==> config.mk <==
export PLATFORM = sky130hd
export DESIGN_NAME = spi_pin_expander
export DESIGN_NICKNAME = d
export VERILOG_FILES = /design/src/rtl/spx_pkg.sv /design/src/rtl/spx_sync_edge.sv /design/src/rtl/spx_shifter.sv /design/src/rtl/spx_outreg.sv /design/src/rtl/spi_pin_expander.sv
export SDC_FILE = /design/constraint.sdc
export NUM_CORES = 1
export LEC_CHECK = 0
export CORE_MARGIN = 8
export CORE_UTILIZATION = 35
export CTS_CLUSTER_SIZE = 12
export DETAILED_ROUTE_END_ITERATION = 10
export PLACE_DENSITY = 0.54
export SYNTH_ARGS = -nofsm -noshare
export SYNTH_HDL_FRONTEND = slang
export SYNTH_HIERARCHICAL = 1
export SYNTH_SLANG_ARGS = --single-unit
==> constraint.sdc <==
create_clock -name clk -period 3.11 [get_ports clk]
set_input_delay 0.7775 -clock clk [delete_from_list [all_inputs] [get_ports clk]]
set_output_delay 0.7775 -clock clk [all_outputs]
set_load 0.005 [all_outputs]
==> src/rtl/spx_pkg.sv <==
package spx_pkg;
    // Edge/level view of one resynchronized serial input.
    typedef struct packed {
        logic level;
        logic rise;
        logic fall;
    } spx_edge_t;
endpackage

==> src/rtl/spx_sync_edge.sv <==
module spx_sync_edge #(
    parameter int   STAGES = 2,
    parameter logic IDLE   = 1'b0
) (
    input  logic              clk,
    input  logic              rst,
    input  logic              din,
    output spx_pkg::spx_edge_t ev
);
    typedef struct packed {
        logic [STAGES-1:0] chain;
        logic              prev;
    } st_t;

    st_t st_d, st_q;

    always_comb begin
        st_d       = st_q;
        st_d.chain = {st_q.chain[STAGES-2:0], din};
        st_d.prev  = st_q.chain[STAGES-1];
    end

    always_ff @(posedge clk) begin
        if (rst) begin
            st_q.chain <= {STAGES{IDLE}};
            st_q.prev  <= IDLE;
        end else begin
            st_q <= st_d;
        end
    end

    assign ev.level = st_q.chain[STAGES-1];
    assign ev.rise  = st_q.chain[STAGES-1] & ~st_q.prev;
    assign ev.fall  = ~st_q.chain[STAGES-1] & st_q.prev;
endmodule

==> src/rtl/spx_shifter.sv <==
module spx_shifter #(
    parameter int WIDTH = 8,
    parameter int CW    = $clog2(WIDTH + 2)
) (
    input  logic               clk,
    input  logic               rst,
    input  spx_pkg::spx_edge_t sclk_ev,
    input  spx_pkg::spx_edge_t cs_ev,
    input  logic               mosi_bit,
    input  logic [WIDTH-1:0]   load_val,
    output logic [WIDTH-1:0]   word,
    output logic [CW-1:0]      count,
    output logic               miso_bit
);
    localparam logic [CW-1:0] CNT_SAT = CW'(WIDTH + 1);

    typedef struct packed {
        logic [WIDTH-1:0] shreg;
        logic [CW-1:0]    cnt;
        logic             miso;
    } st_t;

    st_t  st_d, st_q;
    logic cs_active;
    logic cs_start;

    assign cs_active = ~cs_ev.level;
    assign cs_start  = cs_ev.fall;

    always_comb begin
        st_d = st_q;
        if (cs_start) begin
            st_d.shreg = load_val;
            st_d.cnt   = '0;
            st_d.miso  = load_val[WIDTH-1];
        end else if (cs_active) begin
            if (sclk_ev.rise) begin
                st_d.shreg = {st_q.shreg[WIDTH-2:0], mosi_bit};
                if (st_q.cnt != CNT_SAT) begin
                    st_d.cnt = st_q.cnt + 1'b1;
                end
            end
            if (sclk_ev.fall) begin
                st_d.miso = st_q.shreg[WIDTH-1];
            end
        end
    end

    always_ff @(posedge clk) begin
        if (rst) begin
            st_q <= '0;
        end else begin
            st_q <= st_d;
        end
    end

    assign word     = st_q.shreg;
    assign count    = st_q.cnt;
    assign miso_bit = st_q.miso;

    // data-out only moves on a falling serial edge or on select activation
    assert_miso_hold_R9: assert property (@(posedge clk) disable iff (rst)
        (!sclk_ev.fall && !cs_ev.fall) |=> $stable(st_q.miso));

    // no serial activity is absorbed while select is inactive
    assert_idle_frozen_R8: assert property (@(posedge clk) disable iff (rst)
        cs_ev.level |=> ($stable(st_q.shreg) && $stable(st_q.cnt)));
endmodule

==> src/rtl/spx_outreg.sv <==
module spx_outreg #(
    parameter int WIDTH = 8,
    parameter int CW    = $clog2(WIDTH + 2)
) (
    input  logic             clk,
    input  logic             rst,
    input  logic             cs_end,
    input  logic [CW-1:0]    count,
    input  logic [WIDTH-1:0] word,
    output logic [WIDTH-1:0] pins
);
    localparam logic [CW-1:0] CNT_FULL = CW'(WIDTH);

    typedef struct packed {
        logic [WIDTH-1:0] pins;
    } st_t;

    st_t st_d, st_q;

    always_comb begin
        st_d = st_q;
        if (cs_end && (count == CNT_FULL)) begin
            st_d.pins = word;
        end
    end

    always_ff @(posedge clk) begin
        if (rst) begin
            st_q <= '0;
        end else begin
            st_q <= st_d;
        end
    end

    assign pins = st_q.pins;

    assert_reset_clear_R1: assert property (@(posedge clk)
        rst |=> (st_q.pins == '0));

    assert_hold_between_R3: assert property (@(posedge clk) disable iff (rst)
        !cs_end |=> $stable(st_q.pins));

    assert_full_load_R2: assert property (@(posedge clk) disable iff (rst)
        (cs_end && count == CNT_FULL) |=> (st_q.pins == $past(word)));

    // covers R5 as well: any count other than WIDTH is discarded
    assert_bad_len_keep_R4: assert property (@(posedge clk) disable iff (rst)
        (cs_end && count != CNT_FULL) |=> $stable(st_q.pins));
endmodule

==> src/rtl/spi_pin_expander.sv <==
module spi_pin_expander #(
    parameter int WIDTH       = 8,
    parameter int SYNC_STAGES = 2
) (
    input  logic             clk,
    input  logic             rst,
    input  logic             spi_sclk,
    input  logic             spi_cs_n,
    input  logic             spi_mosi,
    output logic             spi_miso,
    output logic             spi_miso_oe,
    output logic [WIDTH-1:0] pins
);
    localparam int CW       = $clog2(WIDTH + 2);
    localparam int N_IN     = 3;
    localparam int IDX_MOSI = 0;
    localparam int IDX_SCLK = 1;
    localparam int IDX_CS   = 2;

    logic [N_IN-1:0]    raw_in;
    spx_pkg::spx_edge_t in_ev [N_IN];
    logic [WIDTH-1:0]   word;
    logic [CW-1:0]      count;
    logic               miso_bit;
    logic               cs_active;

    assign raw_in = {spi_cs_n, spi_sclk, spi_mosi};

    for (genvar g = 0; g < N_IN; g++) begin : g_sync
        spx_sync_edge #(
            .STAGES (SYNC_STAGES),
            .IDLE   ((g == IDX_CS) ? 1'b1 : 1'b0)
        ) u_sync (
            .clk (clk),
            .rst (rst),
            .din (raw_in[g]),
            .ev  (in_ev[g])
        );
    end

    spx_shifter #(.WIDTH(WIDTH), .CW(CW)) u_shift (
        .clk      (clk),
        .rst      (rst),
        .sclk_ev  (in_ev[IDX_SCLK]),
        .cs_ev    (in_ev[IDX_CS]),
        .mosi_bit (in_ev[IDX_MOSI].level),
        .load_val (pins),
        .word     (word),
        .count    (count),
        .miso_bit (miso_bit)
    );

    spx_outreg #(.WIDTH(WIDTH), .CW(CW)) u_out (
        .clk    (clk),
        .rst    (rst),
        .cs_end (in_ev[IDX_CS].rise),
        .count  (count),
        .word   (word),
        .pins   (pins)
    );

    assign cs_active   = ~in_ev[IDX_CS].level;
    assign spi_miso    = cs_active & miso_bit;
    assign spi_miso_oe = cs_active;
endmodule

[Word-level counts from Yosys, hierarchy flattened]
Index checks and enable logic that the tools add are counted.
Word-level totals
  bits in read-only memories: 0
  latch bits: 0
  bits in writable memories: 0
  memories: 0
  register bits after elaboration: 29
  logic and storage cells: 34
  output and inout bits: 10
  bits of input ports: 5
Operators by class
  add/subtract/negate cells: 1
  div/mod/pow operators: 0
  reductions and logical operators: 7
  equal/unequal tests: 3
  muxes and demuxes: 5
  $lt $le $gt $ge: 0
  bitwise operators: 9
  shift operators: 0
  multipliers: 0
Operators with widths (number)
  13-bit 2-to-1 mux: 2
  12-bit 2-to-1 mux: 1
  1-bit bitwise AND: 5
  4-bit by 1-bit adder with 4-bit output, second input constant: 1
  4-bit == test, second input constant: 1
  4-bit 2-to-1 mux: 1
  4-bit inequality test, second input constant: 1
  1-bit NOT: 4
  2-bit AND reduction: 2
  2-bit nonzero test: 2
  3-bit AND reduction: 1
  2-bit by 1-bit inequality test with 1-bit output, second input constant: 1
  2-bit OR reduction: 1
  1-bit logical AND: 1
  1-bit 2-to-1 mux: 1

[Logic depth before layout (Yosys ltp)]
  word-level depth: 5
  mapped depth: 5
  depth with buffers taken out: 5

[Cells and area by module]
Netlist, hierarchy kept.
By module, submodules not included
  spx_shifter: sequential area each 260.2 um2, instances 1, area an instance 613.1 um2, cells each 76
  spx_outreg: sequential area each 160.2 um2, instances 1, area an instance 369.1 um2, cells each 36
  spx_sync_edge at g_sync[0].u_sync ...: sequential area each 60.1 um2, instances 2, area an instance 98.8 um2, cells each 9
  spx_sync_edge at g_sync[2].u_sync: sequential area each 60.1 um2, instances 1, area an instance 100.1 um2, cells each 9
  spi_pin_expander: sequential area each 0.0 um2, instances 1, area an instance 10.0 um2, cells each 2

[Least setup slack after synthesis]
Ideal clock, no wire load.
  kind: input -> register
  start: input port rst
  end: register u_shift.st_q, in the netlist u_shift/count[1]
  data arrival time: 1.636 ns
  path buffers: 1
  setup time: 0.059 ns
  required time: 3.051 ns
  stages: 4
  path slack: 1.415 ns
  cell sequence: buf_6 -> or2_4 -> or4_1 -> nand2_1
On the way
  cells in the longest elaborated chain, start to end: 1
RTL lines
  from (decl): line spi_pin_expander.sv:6  | input logic rst,
  2-bit OR reduction (no source line)
  to (signal assigned): line spx_shifter.sv:53  | st_q <= st_d;
  to (decl): line spx_shifter.sv:23  | st_t st_d, st_q;
No other way between the ends.
A chain may end at the register's enable or synchronous reset.

[Final worst setup path]
  start: register g_sync[2].u_sync.st_q, in the netlist g_sync[2].u_sync/ev[2]
  end: output port spi_miso
On the way
  cells in the longest elaborated chain, start to end: 2
RTL lines
  from (decl): line spx_sync_edge.sv:15  | st_t st_d, st_q;
  from (signal assigned): line spx_sync_edge.sv:28  | st_q <= st_d;
  1-bit NOT (no source line)
  1-bit bitwise AND: line spi_pin_expander.sv:63  | assign spi_miso = cs_active & miso_bit;
  to (decl): line spi_pin_expander.sv:10  | output logic spi_miso,
No other way between the ends.

==> metrics.csv <==
metric,value,unit
status,"finished, final reports clean",
drtIter0Drc,52,
area_growth,16.6,%
syn_area,1240,um^2
tightest_slew,0.675,ns
worstSetupEndpointType,output port,
start_util,37.0,%
slew_headroom,54.9,%
post_drt_via_cell_ratio,4.68,
clock-root-buffer,clkbuf_4,
die_w,75.6,um
crit_arrival,1.34,ns
cts_hold_buf,0,
insertion_delay,0.32,ns
final_hold_viol_count,0,
setup_tns,0,ns
core,3360,um^2
finalMaxSlewViolations,0,
setup-violations-final,0,
yosys_warnings,6,
power.leakage,0.496,nW
gp_congestion,0.799,
cts_setup_buffers,0,
grt_max_degree,34,
num_rows,21,
clkSlewWorstSetupHoldPaths,0.08,ns
period_share,68.2,%
routed_wl,2380,um
grt_remaining_overflow,0,
period_minus_slack,2.12,ns
worst_clock_skew,0.00484,ns
htreeDepth,2,
dieArea,5720,um^2
grt_pass1_vias,914,
synth_cells,136,
critPathRequiredTime,2.33,ns
powerDensity,451,nW/um^2
num-nets-final,157,
worst-setup-path-type,flop to output port,
pin_count,15,
crit_path_max_fanout,8,
ir_drop,240,uV
rsz0062_at_grt,no,
drive_above_1_share,5.33,%
wl_per_cell,12.2,um
grt_usage,9.88,%
die_h,75.6,um
first_pass_iters,4,
cts_buffers,5,
crit_path_start_kind,flop,
antenna_cells,0,
clock.fmax,0.472,GHz
cts_resized,0,
synth_nets,143,
hp-class,flop to flop,
port-buffer-count,14,
total_power,0.000654,W
avgSynthCellArea,9.14,um^2
clockBufferDepth,2,
ant_nets,0,
antenna_found_initial,0,
drc_errors,0,
final_cell_mix,"dfxtp_1 (29), nand2b_1 (17), nand2_1 (17)",
cts.sinks,29,
grt_pass1_wl,4110,um
cts_tree,yes,
drv_cap,0,
final_common_cell,dfxtp_1,
place_hpwl,1540,um
num_vias,917,
critical path, cell delays in order (launching register included):
cell and delay (ns):
dfxtp_1 0.37, nor2b_1 0.14, clkdlybuf4s50_1 0.51
cell type report:
| cell class | count | area (um^2) |
|---|---|---|
| clock buffer | 7 | 55.1 |
| inverter | 4 | 15.0 |
| timing repair buffer | 15 | 148 |
| fill | 349 | 1910 |
| multi-input combinational | 95 | 594 |
| sequential | 29 | 581 |
| tap | 46 | 57.6 |
layer usage:
layer	vias to the layer above	GRT usage, %	wire length, um	share of wire [%]
met2	18	13.7	1000	42
met5	-	0	0	0
li1	477	-	-	-
met4	0	7.89	59	2.5
met3	5	4.74	163	6.8
met1	417	11.3	1150	48
final timing paths:
check	slack, ns	endpoint	cells past startpoint	from
max	0.99	spi_miso	2	g_sync[2].u_sync/ev[2]
min	0.41	g_sync[2].u_sync/ev[2]	1	g_sync[2].u_sync/st_d[2]
max reg2reg	1.54	u_shift/word[6]	4	g_sync[1].u_sync/ev[2]
min reg2reg	0.41	g_sync[2].u_sync/ev[2]	1	g_sync[2].u_sync/st_d[2]
registers in the layout, indices dropped and copies added, names as in the netlist:
signal and count:
g_sync.u_sync/ev 3, g_sync.u_sync/st_d 3, g_sync.u_sync/st_q 2, u_out/pins 8
u_shift/count 4, u_shift/miso_bit 1, u_shift/word 8
through the flow:
| stage | setup slack [ns] | util, % | hold slack (ns) | cell area, um^2 | instances |
|---|---|---|---|---|---|
| 6_report | 0.990 | 43.1 | 0.413 | 1450 | 196 |
| 5_1_grt | 0.891 | 43.1 | 0.421 | 1450 | 196 |
| 4_1_cts | 0.953 | 43.1 | 0.417 | 1450 | 196 |
| 3_5_place_dp | 1.08 | 41.5 | 0.396 | 1400 | 189 |
| 3_3_place_gp | 1.08 | 41.5 | 0.384 | 1400 | 189 |
| 2_1_floorplan | 1.41 | - | 0.383 | 1240 | 136 |
power breakdown:
part           switching (W)  total (W)  internal (W)  leakage, nW
logic              0.0000168  0.0000367     0.0000200        0.228
registers         0.00000636   0.000388      0.000381        0.236
clock network       0.000123   0.000230      0.000106       0.0314
No activity file was read; power rests on OpenSTA's default activity.
